File: src/rtl/sd_pkg.sv
package sd_pkg;

    // One signed digit: value = pos - neg
    typedef struct packed {
        logic pos;
        logic neg;
    } sd_digit_t;

    function automatic int digit_value(input sd_digit_t d);
        return int'(d.pos) - int'(d.neg);
    endfunction

endpackage

File: src/rtl/ppm_cell.sv
module ppm_cell
    import sd_pkg::*;
(
    input  sd_digit_t xd,
    input  logic      yb,
    output logic      t_pos,
    output logic      u_neg
);
    logic diff;

    assign diff  = xd.pos ^ xd.neg;
    assign u_neg = yb ^ diff;
    // balanced form: transfer does not wait on the interim sum
    assign t_pos = diff ? xd.pos : yb;

    always_comb begin
        AST_CELL_IDENTITY: assert (digit_value(xd) + int'(yb) == 2 * int'(t_pos) - int'(u_neg))
            else $error("cell identity broken");
    end
endmodule

File: src/rtl/sd_adder_row.sv
module sd_adder_row
    import sd_pkg::*;
#(
    parameter int N = 16
) (
    input  logic [N-1:0] x_pos,
    input  logic [N-1:0] x_neg,
    input  logic [N-1:0] y_bin,
    output logic [N:0]   r_pos,
    output logic [N:0]   r_neg
);
    logic [N-1:0] t_bits;
    logic [N-1:0] u_bits;

    for (genvar i = 0; i < N; i++) begin : g_cell
        sd_digit_t d;
        assign d = '{pos: x_pos[i], neg: x_neg[i]};
        ppm_cell u_cell (
            .xd    (d),
            .yb    (y_bin[i]),
            .t_pos (t_bits[i]),
            .u_neg (u_bits[i])
        );
    end

    assign r_pos = {t_bits, 1'b0};
    assign r_neg = {1'b0, u_bits};

    if (N <= 60) begin : g_value_check
        always_comb begin : value_chk
            longint lhs;
            longint rhs;
            lhs = longint'(y_bin);
            for (int i = 0; i < N; i++)
                lhs = lhs + (longint'(x_pos[i]) - longint'(x_neg[i])) * (longint'(1) <<< i);
            rhs = 0;
            for (int i = 0; i <= N; i++)
                rhs = rhs + (longint'(r_pos[i]) - longint'(r_neg[i])) * (longint'(1) <<< i);
            AST_ROW_VALUE: assert (lhs == rhs) else $error("row value mismatch");
        end
    end
endmodule

File: src/rtl/sd_out_stage.sv
module sd_out_stage #(
    parameter int W       = 17,
    parameter bit USE_REG = 1'b1
) (
    input  logic         clk,
    input  logic         rst_n,
    input  logic         d_valid,
    input  logic [W-1:0] d_pos,
    input  logic [W-1:0] d_neg,
    output logic         q_valid,
    output logic [W-1:0] q_pos,
    output logic [W-1:0] q_neg
);
    if (USE_REG) begin : g_reg
        always_ff @(posedge clk or negedge rst_n) begin
            if (!rst_n) begin
                q_valid <= 1'b0;
                q_pos   <= '0;
                q_neg   <= '0;
            end else begin
                q_valid <= d_valid;
                if (d_valid) begin
                    q_pos <= d_pos;
                    q_neg <= d_neg;
                end
            end
        end

        AST_VALID_FOLLOWS: assert property (@(posedge clk) disable iff (!rst_n)
            d_valid |=> q_valid);
        AST_VALID_DROPS: assert property (@(posedge clk) disable iff (!rst_n)
            !d_valid |=> !q_valid);
        AST_DATA_HOLDS: assert property (@(posedge clk) disable iff (!rst_n)
            !d_valid |=> ($stable(q_pos) && $stable(q_neg)));
    end else begin : g_wire
        assign q_valid = d_valid;
        assign q_pos   = d_pos;
        assign q_neg   = d_neg;
    end
endmodule

File: src/rtl/hybrid_sd_adder.sv
module hybrid_sd_adder #(
    parameter int N       = 16,
    parameter bit USE_REG = 1'b1
) (
    input  logic         clk,
    input  logic         rst_n,
    input  logic         in_valid,
    input  logic [N-1:0] x_pos,
    input  logic [N-1:0] x_neg,
    input  logic [N-1:0] y_bin,
    output logic         out_valid,
    output logic [N:0]   sum_pos,
    output logic [N:0]   sum_neg
);
    localparam int RW = N + 1;

    logic [RW-1:0] row_pos;
    logic [RW-1:0] row_neg;

    sd_adder_row #(.N(N)) u_row (
        .x_pos (x_pos),
        .x_neg (x_neg),
        .y_bin (y_bin),
        .r_pos (row_pos),
        .r_neg (row_neg)
    );

    sd_out_stage #(.W(RW), .USE_REG(USE_REG)) u_out (
        .clk     (clk),
        .rst_n   (rst_n),
        .d_valid (in_valid),
        .d_pos   (row_pos),
        .d_neg   (row_neg),
        .q_valid (out_valid),
        .q_pos   (sum_pos),
        .q_neg   (sum_neg)
    );
endmodule

File: config.mk
export PLATFORM = sky130hd
export DESIGN_NAME = hybrid_sd_adder
export DESIGN_NICKNAME = d
export VERILOG_FILES = /design/src/rtl/sd_pkg.sv /design/src/rtl/ppm_cell.sv /design/src/rtl/sd_adder_row.sv /design/src/rtl/sd_out_stage.sv /design/src/rtl/hybrid_sd_adder.sv
export SDC_FILE = /design/constraint.sdc
export NUM_CORES = 1
export LEC_CHECK = 0
export BUFFER_PORTS_ARGS = -buffer_cell sky130_fd_sc_hd__buf_2
export CELL_PAD_IN_SITES_DETAIL_PLACEMENT = 1
export CELL_PAD_IN_SITES_GLOBAL_PLACEMENT = 2
export CORE_ASPECT_RATIO = 0.8
export CORE_MARGIN = 1.5
export CORE_UTILIZATION = 29
export DETAILED_ROUTE_END_ITERATION = 7
export PLACE_DENSITY = 0.77
export RECOVER_POWER = 25
export REMOVE_ABC_BUFFERS = 1
export SYNTH_ARGS = -nofsm -noshare
export SYNTH_HDL_FRONTEND = slang
export SYNTH_HIERARCHICAL = 1
export SYNTH_SLANG_ARGS = --single-unit
export TNS_END_PERCENT = 5
File: constraint.sdc
create_clock -name clk -period 0.8 [get_ports clk]
set_input_delay 0.08 -clock clk [delete_from_list [all_inputs] [get_ports clk]]
set_output_delay 0.08 -clock clk [all_outputs]
set_load 0.05 [all_outputs]
---- Yosys cells after proc, flatten, opt, wreduce, memory -nomap -nowiden ----
Index checks and enable logic that the tools add are counted.
storage, ports and cells
  register bits ........................... 33
  latch bits .............................. 0
  memory bits (writable) .................. 0
  ROM bits ................................ 0
  output and inout port bits .............. 35
  word-level logic and storage cells ...... 51
  memories kept ........................... 0
cells by class
  add/subtract/negate cells ............... 0
  multipliers ............................. 0
  div/mod/pow operators ................... 0
  order comparisons ....................... 0
  equality and inequality tests ........... 0
  shift operators ......................... 0
  mux-type cells .......................... 16
  bitwise gates (word level) .............. 32
  reduce and logical (&&, ||, !) cells .... 0
operator list
  cell           count
  $xor A1 B1 Y1  32
  $mux W1        16

---- Longest topological paths before layout ----
  depth in word-level cells ............... 2
  depth in mapped cells ................... 3

---- Modules after synthesis ----
Netlist, hierarchy kept.
modules (own cells, without submodules)
  module        times used  cells each  area each (um^2)
  sd_out_stage  1           73          1442.6
  ppm_cell      16          5           30.0
  sd_adder_row  1           3           18.8

---- Least setup slack after synthesis ----
Ideal clock, no wire load.
  path type ............................... register to register
  start point ............................. reg u_out/q_neg[10] (netlist name)
  end point ............................... reg u_out.q_neg[10]
  library setup time ...................... 125 ps
  arrival time ............................ 869 ps
  required time ........................... 675 ps
  slack ................................... -194 ps
  stages on the path, launching flop included .. 2
  period minus slack after synthesis ...... 994 ps
  cell sequence ........................... dfrtp_1 > mux2_4
RTL lines
  item                  RTL line            text
  to (signal assigned)  sd_out_stage.sv:24  q_neg <= d_neg;
  to (decl)             sd_out_stage.sv:12  output logic [W-1:0] q_neg

==> results.json <==
{
  "cp.required_ns": 0.72,
  "area_delta_synth_final_pct": 43.2,
  "power.density_mw_per_mm2": 2280,
  "yosysSeqAreaShare": 0.451,
  "start_kind": "flip-flop",
  "min_period_ns": 0.928,
  "initial_utilization": 0.301,
  "path_cells": "buf_6",
  "slowest_stage": "dfrtp_1",
  "fin_nets": 300,
  "port_buffers": 85,
  "grt_max_degree": 36,
  "place_inst": 324,
  "hold_violations": 0,
  "crit_buf_inv": 1,
  "wl_met3_um": 313,
  "synth_cell_types": 11,
  "max_freq_mhz": 1080,
  "overflow": 0,
  "drtIter0Drc": 14,
  "final_cells": 334,
  "clkTransAtPathRegs_ns": 0.07,
  "cts_max_level": 2,
  "hp-class": "input pin to flip-flop",
  "cp_top_family": "flip-flops",
  "via_per_inst": 4.34,
  "clk_path_buf_depth": 2,
  "dp_hpwl_mm": 3.23,
  "rsz0062_at_grt": "true",
  "setup_ws_ns": -0.128,
  "clock_latency_ns": 0.28,
  "row_count": 26,
  "place_congestion": 0.721,
  "outcome": "complete, but fails checks",
  "dieArea_mm2": 0.00720,
  "highest_layer": "met4",
  "die_x_um": 94.5,
  "die_h_um": 76.2,
  "r2r_slack_ns": -0.11,
  "grt_pass1_wl_mm": 6.92,
  "setup_tns_ns": -4.25,
  "worstPathMaxFanout": 2,
  "grt_use_total": 0.122,
  "routed_wl_mm": 4.16,
  "root_buffer": "clkbuf_8",
  "critical_path_class": "flip-flop to primary output",
  "setup_viol": 36,
  "cts_sinks": 35,
  "grt_antenna_before_repair": 0,
  "cts_tree": "done",
  "vias": 1451,
  "synth.avg_cell_area_um2": 12.4,
  "timing.final.crit_share": 1.16,
  "synthCells": 156,
  "ios": 86,
  "critical_path_arrival_ns": 0.85,
  "syn_area_mm2": 0.00194,
  "p_leak_nw": 1.32,
  "drt_pass1_iterations": 3,
  "ant_nets": 0,
  "yosys_warnings": 6,
  "worstSetupEndpointType": "primary output",
  "violations": "negative setup slack",
  "ys_seq_elements": 35,
  "wl_met1_mm": 1.82,
  "grt_pass1_vias": 1497,
  "cts_buffers": 5,
  "drive_above_1_share": 0.524,
  "core_area_mm2": 0.00644,
  "cap_violations": 0,
  "wl_met2_mm": 1.98,
  "slew_violations": 0,
  "drc": 0,
  "fin_util": 0.432,
  "skew_ns": 0,
  "critPathMaxStageDelay_ns": 0.40,
  "n_antenna_cell": 0,
  "holdWs_ns": 0.161,
  "ir_worst_vdd_v": 0.000796,
  "drt-wirelength-per-cell_um": 12.5
}
==> Yosys cell counts, drive strengths merged <==
master / instances / share of area
xnor2: 32 / 0.14
conb: 1 / 0.0019
nand2: 16 / 0.031
nor2: 16 / 0.031
dfrtp: 35 / 0.45
o21ai: 16 / 0.041
mux2: 34 / 0.26
buf: 6 / 0.044
==> through the flow <==
step           cell area [um2]  setup slack (ns)  power [mW]
2_1_floorplan             1860            -0.194        3.88
3_3_place_gp              2460           -0.0881        4.55
3_5_place_dp              2460            -0.100        4.60
4_1_cts                   2790            -0.145        6.46
5_1_grt                   2780            -0.178        6.68
6_report                  2780            -0.128        6.35
==> power by group <==
| part | switching, mW | internal (mW) |
|---|---|---|
| clock | 0.616 | 0.786 |
| sequential | 0.221 | 2.05 |
| combinational | 1.49 | 1.19 |
==> final timing paths <==
| path | startpoint | end | cells past startpoint |
|---|---|---|---|
| min in group asynchronous | rst_n | u_out/q_pos[7]$_DFFE_PN0P_ | 3 |
| worst max-delay path | u_out/q_pos[0]$_DFFE_PN0P_ | sum_pos[0] | 1 |
| worst min-delay path | x_neg[5] | u_out/q_neg[5]$_DFFE_PN0P_ | 3 |
| worst min register to register | u_out/q_neg[0]$_DFFE_PN0P_ | u_out/q_neg[0]$_DFFE_PN0P_ | 1 |
| worst max register to register | u_out/q_neg[8]$_DFFE_PN0P_ | u_out/q_neg[8]$_DFFE_PN0P_ | 2 |
| max in group asynchronous | rst_n | u_out/q_neg[16]$_DFFE_PN0P_ | 3 |
==> what timing repair did <==
item	4_1_cts	5_1_grt
setup buffers	1	0
hold endpoints to repair	35	0
setup endpoints to repair	35	49
hold buffers	1	0
resized for setup	70	0
gates cloned	0	0
==> kinds of logic (layout without fill, tap and decap cells) <==
family / after synthesis / in the layout / share of synthesized area
compound gates: 16 / 16 / 0.0412
xor+xnor: 32 / 32 / 0.144
buf+inv: 6 / 99 / 0.0445
flops: 35 / 35 / 0.451
mux: 34 / 34 / 0.255
other cells: 1 / 2 / 0.00193
simple gates: 32 / 32 / 0.0619
==> routing by layer <==
layer / GRT usage / up-vias
li1: - / 698
met1: 0.145 / 696
met2: 0.201 / 51
met3: 0.0469 / 6
met4: 0.0403 / 0
met5: 0 / -
==> flip-flops by register name (all words and copies together), names as in the netlist <==
name and cells:
u_out/q_neg 17, u_out/q_pos 17, u_out/q_valid 1
==> cells in the final DEF, fill, tap and decap left out, drive strengths merged <==
cell type    count
mux2            34
dlygate4sd3      1
dfrtp           35
o21ai           16
xnor2           32
buf             90
nand2           16
conb             2
clkbuf           8
nor2            16
==> area by class of cell <==
class / instances / area (um2)
clock buffer: 8 / 100
fill: 724 / 3660
multi-input combinational: 116 / 983
timing repair buffer: 91 / 717
tap: 84 / 105
sequential: 35 / 876
Power figures use the tool's default switching activity.
